===== src/rtl/dmc_pkg.sv =====
package dmc_pkg;
    localparam int WORD_W = 32;

    typedef enum logic [1:0] {
        ST_IDLE,
        ST_EVICT,
        ST_FILL,
        ST_PROBE
    } dmc_state_e;
endpackage


===== src/rtl/dmc_index.sv =====
// Splits a block address into line number (remainder) and tag (quotient).
module dmc_index #(
    parameter int BLK_W = 14,
    parameter int LINES = 5,
    parameter int IDX_W = 3,
    parameter int TAG_W = 12
) (
    input  logic [BLK_W-1:0] blk,
    output logic [IDX_W-1:0] idx,
    output logic [TAG_W-1:0] tag
);
    localparam logic [BLK_W-1:0] DIV = BLK_W'(LINES);

    assign idx = IDX_W'(blk % DIV);
    assign tag = TAG_W'(blk / DIV);
endmodule


===== src/rtl/dmc_lines.sv =====
// Line storage: valid, dirty, tag and block data; one read, one write port.
module dmc_lines #(
    parameter int LINES    = 5,
    parameter int IDX_W    = 3,
    parameter int TAG_W    = 12,
    parameter int BLK_BITS = 128
) (
    input  logic                clk,
    input  logic                rst_n,
    input  logic [IDX_W-1:0]    ridx,
    output logic                rvalid,
    output logic                rdirty,
    output logic [TAG_W-1:0]    rtag,
    output logic [BLK_BITS-1:0] rdata,
    input  logic                we,
    input  logic [IDX_W-1:0]    widx,
    input  logic                wdirty,
    input  logic [TAG_W-1:0]    wtag,
    input  logic [BLK_BITS-1:0] wdata
);
    logic [LINES-1:0]    valid_q;
    logic [LINES-1:0]    dirty_q;
    logic [TAG_W-1:0]    tag_q  [LINES];
    logic [BLK_BITS-1:0] data_q [LINES];

    always_ff @(posedge clk) begin
        if (!rst_n) begin
            valid_q <= '0;
            dirty_q <= '0;
        end else if (we) begin
            valid_q[widx] <= 1'b1;
            dirty_q[widx] <= wdirty;
        end
    end

    always_ff @(posedge clk) begin
        if (we) begin
            tag_q[widx]  <= wtag;
            data_q[widx] <= wdata;
        end
    end

    assign rvalid = valid_q[ridx];
    assign rdirty = dirty_q[ridx];
    assign rtag   = tag_q[ridx];
    assign rdata  = data_q[ridx];
endmodule


===== src/rtl/dmcache_top.sv =====
module dmcache_top
    import dmc_pkg::*;
#(
    parameter int ADDR_W = 16,
    parameter int WORDS  = 4,
    parameter int LINES  = 5,
    localparam int OFF_W    = $clog2(WORDS),
    localparam int BLK_W    = ADDR_W - OFF_W,
    localparam int BLK_BITS = WORDS * WORD_W
) (
    input  logic                clk,
    input  logic                rst_n,
    input  logic                pair_fill_en,
    input  logic                cpu_valid,
    input  logic                cpu_we,
    input  logic [ADDR_W-1:0]   cpu_addr,
    input  logic [WORD_W-1:0]   cpu_wdata,
    output logic                cpu_ready,
    output logic [WORD_W-1:0]   cpu_rdata,
    output logic                mem_req,
    output logic                mem_we,
    output logic [BLK_W-1:0]    mem_blk_addr,
    output logic [BLK_BITS-1:0] mem_wdata,
    input  logic                mem_ack,
    input  logic [BLK_BITS-1:0] mem_rdata
);
    localparam int IDX_W   = (LINES > 1) ? $clog2(LINES) : 1;
    localparam int TAG_W   = $clog2(((2 ** BLK_W) - 1) / LINES + 1);
    localparam bit PAIR_OK = (LINES > 1);

    dmc_state_e state_q, state_nx;
    logic [BLK_W-1:0] cur_blk_q, cur_blk_nx;
    logic             pair_q, pair_nx;

    logic [BLK_W-1:0]    cpu_blk, look_blk, victim_blk;
    logic [OFF_W-1:0]    cpu_off;
    logic [IDX_W-1:0]    look_idx;
    logic [TAG_W-1:0]    look_tag;
    logic                ln_valid, ln_dirty, hit;
    logic [TAG_W-1:0]    ln_tag;
    logic [BLK_BITS-1:0] ln_data, merged;
    logic                st_we, st_dirty;
    logic [BLK_BITS-1:0] st_data;

    assign cpu_blk  = cpu_addr[ADDR_W-1:OFF_W];
    assign cpu_off  = cpu_addr[OFF_W-1:0];
    assign look_blk = (state_q == ST_IDLE) ? cpu_blk : cur_blk_q;

    dmc_index #(.BLK_W(BLK_W), .LINES(LINES), .IDX_W(IDX_W), .TAG_W(TAG_W)) idx_i (
        .blk(look_blk), .idx(look_idx), .tag(look_tag)
    );

    dmc_lines #(.LINES(LINES), .IDX_W(IDX_W), .TAG_W(TAG_W), .BLK_BITS(BLK_BITS)) lines_i (
        .clk(clk), .rst_n(rst_n),
        .ridx(look_idx), .rvalid(ln_valid), .rdirty(ln_dirty), .rtag(ln_tag), .rdata(ln_data),
        .we(st_we), .widx(look_idx), .wdirty(st_dirty), .wtag(look_tag), .wdata(st_data)
    );

    assign hit        = ln_valid && (ln_tag == look_tag);
    assign victim_blk = BLK_W'(ln_tag) * BLK_W'(LINES) + BLK_W'(look_idx);

    always_comb begin
        merged = ln_data;
        merged[cpu_off*WORD_W +: WORD_W] = cpu_wdata;
    end

    // State register
    always_ff @(posedge clk) begin
        if (!rst_n) begin
            state_q   <= ST_IDLE;
            cur_blk_q <= '0;
            pair_q    <= 1'b0;
        end else begin
            state_q   <= state_nx;
            cur_blk_q <= cur_blk_nx;
            pair_q    <= pair_nx;
        end
    end

    // Next state
    always_comb begin
        state_nx   = state_q;
        cur_blk_nx = cur_blk_q;
        pair_nx    = pair_q;
        unique case (state_q)
            ST_IDLE: begin
                if (cpu_valid && !hit) begin
                    cur_blk_nx = cpu_blk;
                    pair_nx    = pair_fill_en && PAIR_OK;
                    state_nx   = (ln_valid && ln_dirty) ? ST_EVICT : ST_FILL;
                end
            end
            ST_EVICT: begin
                if (mem_ack) state_nx = ST_FILL;
            end
            ST_FILL: begin
                if (mem_ack) begin
                    if (pair_q) begin
                        pair_nx    = 1'b0;
                        cur_blk_nx = cur_blk_q + 1'b1;
                        state_nx   = ST_PROBE;
                    end else begin
                        state_nx = ST_IDLE;
                    end
                end
            end
            ST_PROBE: begin
                if (hit)                       state_nx = ST_IDLE;
                else if (ln_valid && ln_dirty) state_nx = ST_EVICT;
                else                           state_nx = ST_FILL;
            end
            default: state_nx = ST_IDLE;
        endcase
    end

    // Outputs
    always_comb begin
        cpu_ready    = 1'b0;
        cpu_rdata    = ln_data[cpu_off*WORD_W +: WORD_W];
        mem_req      = 1'b0;
        mem_we       = 1'b0;
        mem_blk_addr = cur_blk_q;
        mem_wdata    = ln_data;
        st_we        = 1'b0;
        st_dirty     = 1'b0;
        st_data      = mem_rdata;
        unique case (state_q)
            ST_IDLE: begin
                cpu_ready = cpu_valid && hit;
                if (cpu_valid && hit && cpu_we) begin
                    st_we    = 1'b1;
                    st_dirty = 1'b1;
                    st_data  = merged;
                end
            end
            ST_EVICT: begin
                mem_req      = 1'b1;
                mem_we       = 1'b1;
                mem_blk_addr = victim_blk;
            end
            ST_FILL: begin
                mem_req = 1'b1;
                st_we   = mem_ack;
            end
            ST_PROBE: ;
            default: ;
        endcase
    end
endmodule


===== config.mk =====
export PLATFORM = sky130hd
export DESIGN_NAME = dmcache_top
export DESIGN_NICKNAME = d
export VERILOG_FILES = /design/src/rtl/dmc_pkg.sv /design/src/rtl/dmc_index.sv /design/src/rtl/dmc_lines.sv /design/src/rtl/dmcache_top.sv
export SDC_FILE = /design/constraint.sdc
export NUM_CORES = 1
export LEC_CHECK = 0
export ABC_AREA = 0
export ABC_CLOCK_PERIOD_IN_PS = 18500
export BUFFER_PORTS_ARGS = -buffer_cell sky130_fd_sc_hd__buf_4
export CORE_MARGIN = 4
export CORE_UTILIZATION = 35
export DETAILED_ROUTE_END_ITERATION = 12
export PLACE_DENSITY = 0.55
export SYNTH_ARGS = -nofsm -noshare
export SYNTH_HDL_FRONTEND = slang
export SYNTH_HIERARCHICAL = 1
export SYNTH_SLANG_ARGS = --single-unit

===== constraint.sdc =====
create_clock -name clk -period 18.5 [get_ports clk]
set_input_delay 2.775 -clock clk [delete_from_list [all_inputs] [get_ports clk]]
set_output_delay 2.775 -clock clk [all_outputs]
set_load 0.005 [all_outputs]

==> results of run 1 <==
-- Yosys cell counts (all sizes together), types with 24 or more instances --
| cell | number |
|---|---|
| a211oi | 158 |
| a21oi | 33 |
| a221oi | 141 |
| buf | 97 |
| clkbuf | 82 |
| dfxtp | 27 |
| edfxtp | 700 |
| ha | 49 |
| inv | 299 |
| mux2 | 147 |
| mux2i | 154 |
| mux4 | 32 |
| nand2 | 174 |
| nand3 | 24 |
| nor2 | 42 |
| nor2b | 156 |
| nor3 | 25 |
| o21ai | 165 |
-- worst max-delay path, delay by kind of cell --
kind	cells	cell delay (ns)
compound gates	16	4.17
xor+xnor	1	0.20
fa+ha+maj	5	1.51
buf+inv	5	1.28
mux	1	0.39
simple gates	8	2.56
-- flip-flops by register name, summed over array words and instances (netlist names) --
name / flops
lines_i/data_q: 640
lines_i/tag_q: 60
cur_blk_q: 14
lines_i/valid_q: 5
state_q: 2
pair_q: 1
lines_i/dirty_q: 5
-- worst max path at each step --
| stage | start | end | slack (ns) | depth (start not counted) |
|---|---|---|---|---|
| 4_1_cts | cpu_addr[15] | mem_blk_addr[12] | 2.71 | 36 |
| 5_1_grt | cpu_addr[15] | mem_blk_addr[13] | 2.06 | 36 |
| 3_3_place_gp | cpu_addr[6] | mem_blk_addr[12] | 2.84 | 36 |
| 2_1_floorplan | cpu_addr[3] | lines_i/dirty_q[0] | 2.21 | 39 |
| 6_report | cpu_addr[15] | mem_blk_addr[12] | 2.74 | 36 |
| 3_5_place_dp | cpu_addr[6] | mem_blk_addr[12] | 2.72 | 36 |
-- cell families (layout without fill, tap and decap cells) --
| kind of cell | after synthesis | count (layout) |
|---|---|---|
| AND/OR/NAND/NOR | 508 | 508 |
| XOR/XNOR | 23 | 23 |
| other | 0 | 6 |
| multiplexers | 333 | 333 |
| buffers and inverters | 478 | 865 |
| adder cells (fa/ha/maj) | 52 | 52 |
| flip-flops | 727 | 727 |
| AO/OA/AOI/OAI | 620 | 620 |
-- placed cells by master, fill, tap and decap left out, types with 8 or more instances in the layout --
cell type and count:
edfxtp_1 700, buf_4 408, inv_1 299, nand2_1 174, o21ai_0 160, nor2b_1 156
mux2i_1 154, mux2_4 109, clkbuf_16 83, a211oi_1 79, a211oi_2 79, a221oi_2 78
a221oi_1 63, ha_1 45, nor2_1 41, mux2_2 38, mux4_2 32, a21oi_1 30
dfxtp_1 27, nand3_1 23, nor3_1 22, clkbuf_1 17, clkinv_2 15, clkinv_1 15
o21a_1 13, xor2_1 13, nand2b_1 12, nand4_1 11, o31ai_1 10, xnor2_1 9
a21o_1 8, or2_2 8
-- through the flow --
step	utilization	cell area, um^2	hold slack (ns)	setup slack, ns	cells
floorplan	-	37100	0.435	2.21	2741
global placement	0.390	41100	0.447	2.84	4368
detailed placement	0.390	41100	0.454	2.72	4368
CTS	0.415	43700	0.462	2.71	4519
global route	0.415	43700	0.475	2.06	4523
finish	0.415	43700	0.458	2.74	4525
-- cell type report --
class                      count  area share
antenna                        6    0.000344
clock buffer                 100      0.0490
clock inverter                51      0.0108
inverter                     299      0.0257
multi-input combinational   1536       0.307
sequential                   727       0.494
tap                         1391      0.0398
timing repair buffer         415      0.0733
-- routing by layer --
layer | vias to the layer above | global-route usage | share of wire
met2 | 790 | 0.300 | 0.46
met5 | - | 0 | 0.00010
met1 | 11900 | 0.267 | 0.46
met4 | 2 | 0.0485 | 0.018
met3 | 133 | 0.0373 | 0.068
li1 | 11000 | - | -
==> flow_metrics.env, run 1 <==
export IMPL_outcome="finished clean"
export IMPL_insertion_delay_ns=0.67
export IMPL_hold_start="lines_i/dirty_q[2]"
export IMPL_ys_flop_type="edfxtp_1"
export IMPL_chipHeight_um=334
export IMPL_totalWireLength_um=109000
export IMPL_critical_path_class="primary input to output port"
export IMPL_arrival_ns=12.99
export IMPL_ys_warn_count=6
export IMPL_muxShareOfSynthArea=0.117
export IMPL_tightest_slew_ns=1.34
export IMPL_ant_nets=0
export IMPL_synth_xor_area_frac=0.00543
export IMPL_cts_buffers=83
export IMPL_cts_root_buffer="clkbuf_16"
export IMPL_relSlewSlack=0.109
export IMPL_ys_async_sr_fraction=0
export IMPL_synth_seq_cells=727
export IMPL_setup_tns_ns=0
export IMPL_core_area_um2=105000
export IMPL_setup_viol_count_final=0
export IMPL_synth_top_family_by_area="compound AO/OA/AOI/OAI gates"
export IMPL_layout_nets=3294
export IMPL_grt_ovfl_total=0
export IMPL_path_clk_slew_ns=0.06
export IMPL_worst_path_most_repeated_cell="ha_1"
export IMPL_synth_top_area_share=0.566
export IMPL_reg2reg_to="lines_i/data_q[3][27]"
export IMPL_drtIter0Drc=1835
export IMPL_synthCells=2741
export IMPL_clock_sinks=727
export IMPL_synth_area_leader_cell="edfxtp_1"
export IMPL_hold_viol=0
export IMPL_die_x_um=334
export IMPL_cap_violations=0
export IMPL_cp_required_ns=15.73
export IMPL_drc=0
export IMPL_slew_violations=0
export IMPL_pin_count=359
export IMPL_crit_slowest_cell="nand2b_4"
export IMPL_syn_nets=2973
export IMPL_timing_fmax_mhz=63.4
export IMPL_area_growth_pct=17.7
export IMPL_rsz0062_at_grt="no"
export IMPL_yosysUniqueCellTypes=97
export IMPL_firstDrtPassIters=7
export IMPL_cts_tree="done"
export IMPL_critPathMaxFanout=47
export IMPL_vias=23900
export IMPL_start_util=0.353
export IMPL_wire_per_inst_um=24.1
export IMPL_clk_path_buf_depth=3
export IMPL_synth_adder_area_share=0.0176
export IMPL_whs_endpoint="lines_i/dirty_q[2]"
export IMPL_avgViaCountPerCell=5.28
export IMPL_r2r_slack_ns=5.37
export IMPL_ys_seq_area_frac=0.581
export IMPL_grt_total_usage=0.189
export IMPL_antenna_found_initial=9
export IMPL_synth_simple_gate_area_frac=0.0740
export IMPL_r2r_cells=36
export IMPL_crit_reg2reg_launch="state_q[0]"
export IMPL_synth_edff_count=700
export IMPL_multi_input_area_um2=13400
export IMPL_regArea_um2=21600
export IMPL_synth_area_per_cell_um2=13.5
export IMPL_hold_depth=2
export IMPL_cts_setup_buffers=0
export IMPL_synth_area_leaders="edfxtp_1 57%, mux2_4 4.4%, mux2i_1 4.2%"
export IMPL_numPortBuffers=358
export IMPL_finalCritPeriodShare=0.852
export IMPL_gp_congestion=0.851
export IMPL_cts_resized=0
export IMPL_hold_class="flop to flop"
export IMPL_cp_slowest_stage_delay_ns=0.75
export IMPL_holdBufCountCts=0
export IMPL_synth_cell_area_um2=37100
export IMPL_rows=119
export IMPL_grt_pass1_wl_um=159000
export IMPL_synth_compound_area_share=0.145
export IMPL_fin_worst_skew_ns=0.0295
export IMPL_grt_max_degree=159
export IMPL_drive_gt1_frac=0.297
export IMPL_cp_start_kind="primary input"
export IMPL_finalCriticalPeriod_ns=15.76
export IMPL_fill_cells=9681
export IMPL_cp_end_kind="output port"
export IMPL_hpwl_um=66300
export IMPL_h_tree_depth=3
export IMPL_die_area_um2=111000
export IMPL_grt_pass1_vias=23600
Power of run 1 is left out: the tool's default activity adds up to more than one toggle a clock period on the data nets, which glitch-free logic cannot reach.
==> inputs of run 2 (changes only) <==
--- a/config.mk
+++ b/config.mk
@@ -6,12 +6,12 @@
 export NUM_CORES = 1
 export LEC_CHECK = 0
 export ABC_AREA = 0
-export ABC_CLOCK_PERIOD_IN_PS = 18500
+export ABC_CLOCK_PERIOD_IN_PS = 15200
 export BUFFER_PORTS_ARGS = -buffer_cell sky130_fd_sc_hd__buf_4
 export CORE_MARGIN = 4
 export CORE_UTILIZATION = 35
 export DETAILED_ROUTE_END_ITERATION = 12
-export PLACE_DENSITY = 0.55
+export PLACE_DENSITY = 0.53
 export SYNTH_ARGS = -nofsm -noshare
 export SYNTH_HDL_FRONTEND = slang
 export SYNTH_HIERARCHICAL = 1
==> constraint.sdc (replaced) <==
create_clock -name clk -period 15.2 [get_ports clk]
set_input_delay 2.28 -clock clk [delete_from_list [all_inputs] [get_ports clk]]
set_output_delay 2.28 -clock clk [all_outputs]
set_load 0.005 [all_outputs]
==> flow_metrics.env, run 2 (synthesized netlist as in run 1, its figures left out) <==
export IMPL_cp_required_ns=12.92
export IMPL_crit_slowest_cell="xnor2_4"
export IMPL_slew_violations=0
export IMPL_dp_cells=4373
export IMPL_clock_sinks=727
export IMPL_largest_register_ffs=640
export IMPL_critPathMaxFanout=21
export IMPL_grt_max_degree=152
export IMPL_layout_nets=3297
export IMPL_crit_reg2reg_launch="state_q[0]"
export IMPL_grt_pass1_vias=24700
export IMPL_cts_resized=0
export IMPL_grt_ovfl_total=0
export IMPL_drc=0
export IMPL_reg_top3="lines_i/data_q: 640 flops, lines_i/tag_q: 60 flops, cur_blk_q: 14 flops"
export IMPL_core_area_um2=105000
export IMPL_h_tree_depth=3
export IMPL_pin_count=359
export IMPL_whs_endpoint="lines_i/dirty_q[2]"
export IMPL_drive_gt1_frac=0.302
export IMPL_critical_path_class="primary input to output port"
export IMPL_cts_root_buffer="clkbuf_16"
export IMPL_cp_slowest_stage_delay_ns=0.64
export IMPL_crit_path_start="cpu_addr[6]"
export IMPL_setup_ws_ns=0.906
export IMPL_relSlewSlack=0.240
export IMPL_area_growth_pct=18.3
export IMPL_start_util=0.353
export IMPL_die_x_um=334
export IMPL_grt_total_usage=0.198
export IMPL_path_clk_slew_ns=0.05
export IMPL_arrival_ns=12.01
export IMPL_die_area_um2=111000
export IMPL_stdcell_count=4525
export IMPL_vias=24400
export IMPL_insertion_delay_ns=0.65
export IMPL_fill_cells=9606
export IMPL_totalWireLength_um=114000
export IMPL_antenna_found_initial=12
export IMPL_avgViaCountPerCell=5.39
export IMPL_hold_class="flop to flop"
export IMPL_setup_viol_count_final=0
export IMPL_fin_worst_skew_ns=0.0249
export IMPL_cts_tree="done"
export IMPL_largest_register="lines_i/data_q"
export IMPL_outcome="finished clean"
export IMPL_grt_pass1_wl_um=165000
export IMPL_cp_start_kind="primary input"
export IMPL_r2r_cells=37
export IMPL_rsz0062_at_grt="no"
export IMPL_cts_setup_buffers=0
export IMPL_finalCritPeriodShare=0.940
export IMPL_chipHeight_um=334
export IMPL_hold_viol=0
export IMPL_timing_fmax_mhz=70.0
export IMPL_wire_per_inst_um=25.2
export IMPL_hpwl_um=70100
export IMPL_clk_path_buf_depth=3
export IMPL_rows=119
export IMPL_drtIter0Drc=1931
export IMPL_cp_end_kind="output port"
export IMPL_reg2reg_to="lines_i/data_q[3][31]"
export IMPL_pre_cts_ws_ns=0.936
export IMPL_holdBufCountCts=0
export IMPL_gp_congestion=0.825
export IMPL_finalCriticalPeriod_ns=14.29
export IMPL_cts_buffers=81
export IMPL_tightest_slew_ns=1.14
export IMPL_worst_path_most_repeated_cell="ha_1"
export IMPL_ant_nets=0
export IMPL_firstDrtPassIters=5
export IMPL_hold_start="lines_i/dirty_q[2]"
export IMPL_cap_violations=0
export IMPL_final_cell_mix="700 x edfxtp_1, 409 x buf_4, 298 x inv_1"
export IMPL_hold_depth=2
export IMPL_final_common_cell="edfxtp_1"
export IMPL_r2r_slack_ns=3.00
export IMPL_numPortBuffers=358
-- run 2: changes by cell type in the layout (fill, tap and decap cells not counted), moves of 3 or more --
cell       delta
a211oi_2      -3
a211oi_4      +3
clkbuf_1      -6
buf_12        +4
bufinv_16     +3
clkinv_1      +4
a221oi_4      +3
-- run 2: worst max path at each step --
stage,depth (start not counted),endpoint,slack (ns)
floorplan,41,lines_i/dirty_q[0],-0.15
global placement,36,mem_blk_addr[10],1.21
detailed placement,36,mem_blk_addr[10],0.94
CTS,36,mem_blk_addr[10],0.91
global route,36,mem_blk_addr[12],0.15
finish,36,mem_blk_addr[10],0.91
-- run 2: worst max-delay path: cells and delay by family --
family	cells	cell delay, ns
simple gates	11	3.21
compound gates	12	2.70
fa+ha+maj	5	1.42
xor+xnor	2	0.93
buf+inv	4	0.85
mux	2	0.58
-- run 2: cell type report --
class,count,area [um^2],area share
sequential,727,21600,0.491
multi-input combinational,1536,13600,0.309
timing repair buffer,420,3290,0.0749
clock buffer,94,2120,0.0482
tap,1391,1740,0.0396
inverter,299,1120,0.0255
clock inverter,53,505,0.0115
antenna,5,12.5,0.000285
-- run 2: per-layer routing --
layer | global-route usage | part of all wire | vias up
met1 | 0.269 | 0.43 | 12300
met3 | 0.0459 | 0.074 | 157
met5 | 0 | 0.00034 | -
met2 | 0.318 | 0.47 | 862
li1 | - | - | 11100
met4 | 0.0544 | 0.023 | 8
-- run 2: per-stage QoR --
step	setup TNS [ns]	area (um^2)	utilization	hold WS, ns
floorplan	-14.15	37300	-	0.435
global placement	0	41300	0.392	0.445
detailed placement	0	41300	0.392	0.454
CTS	0	43900	0.417	0.463
global route	0	43900	0.417	0.478
finish	0	43900	0.417	0.462
Power of run 2 is left out for the same reason.
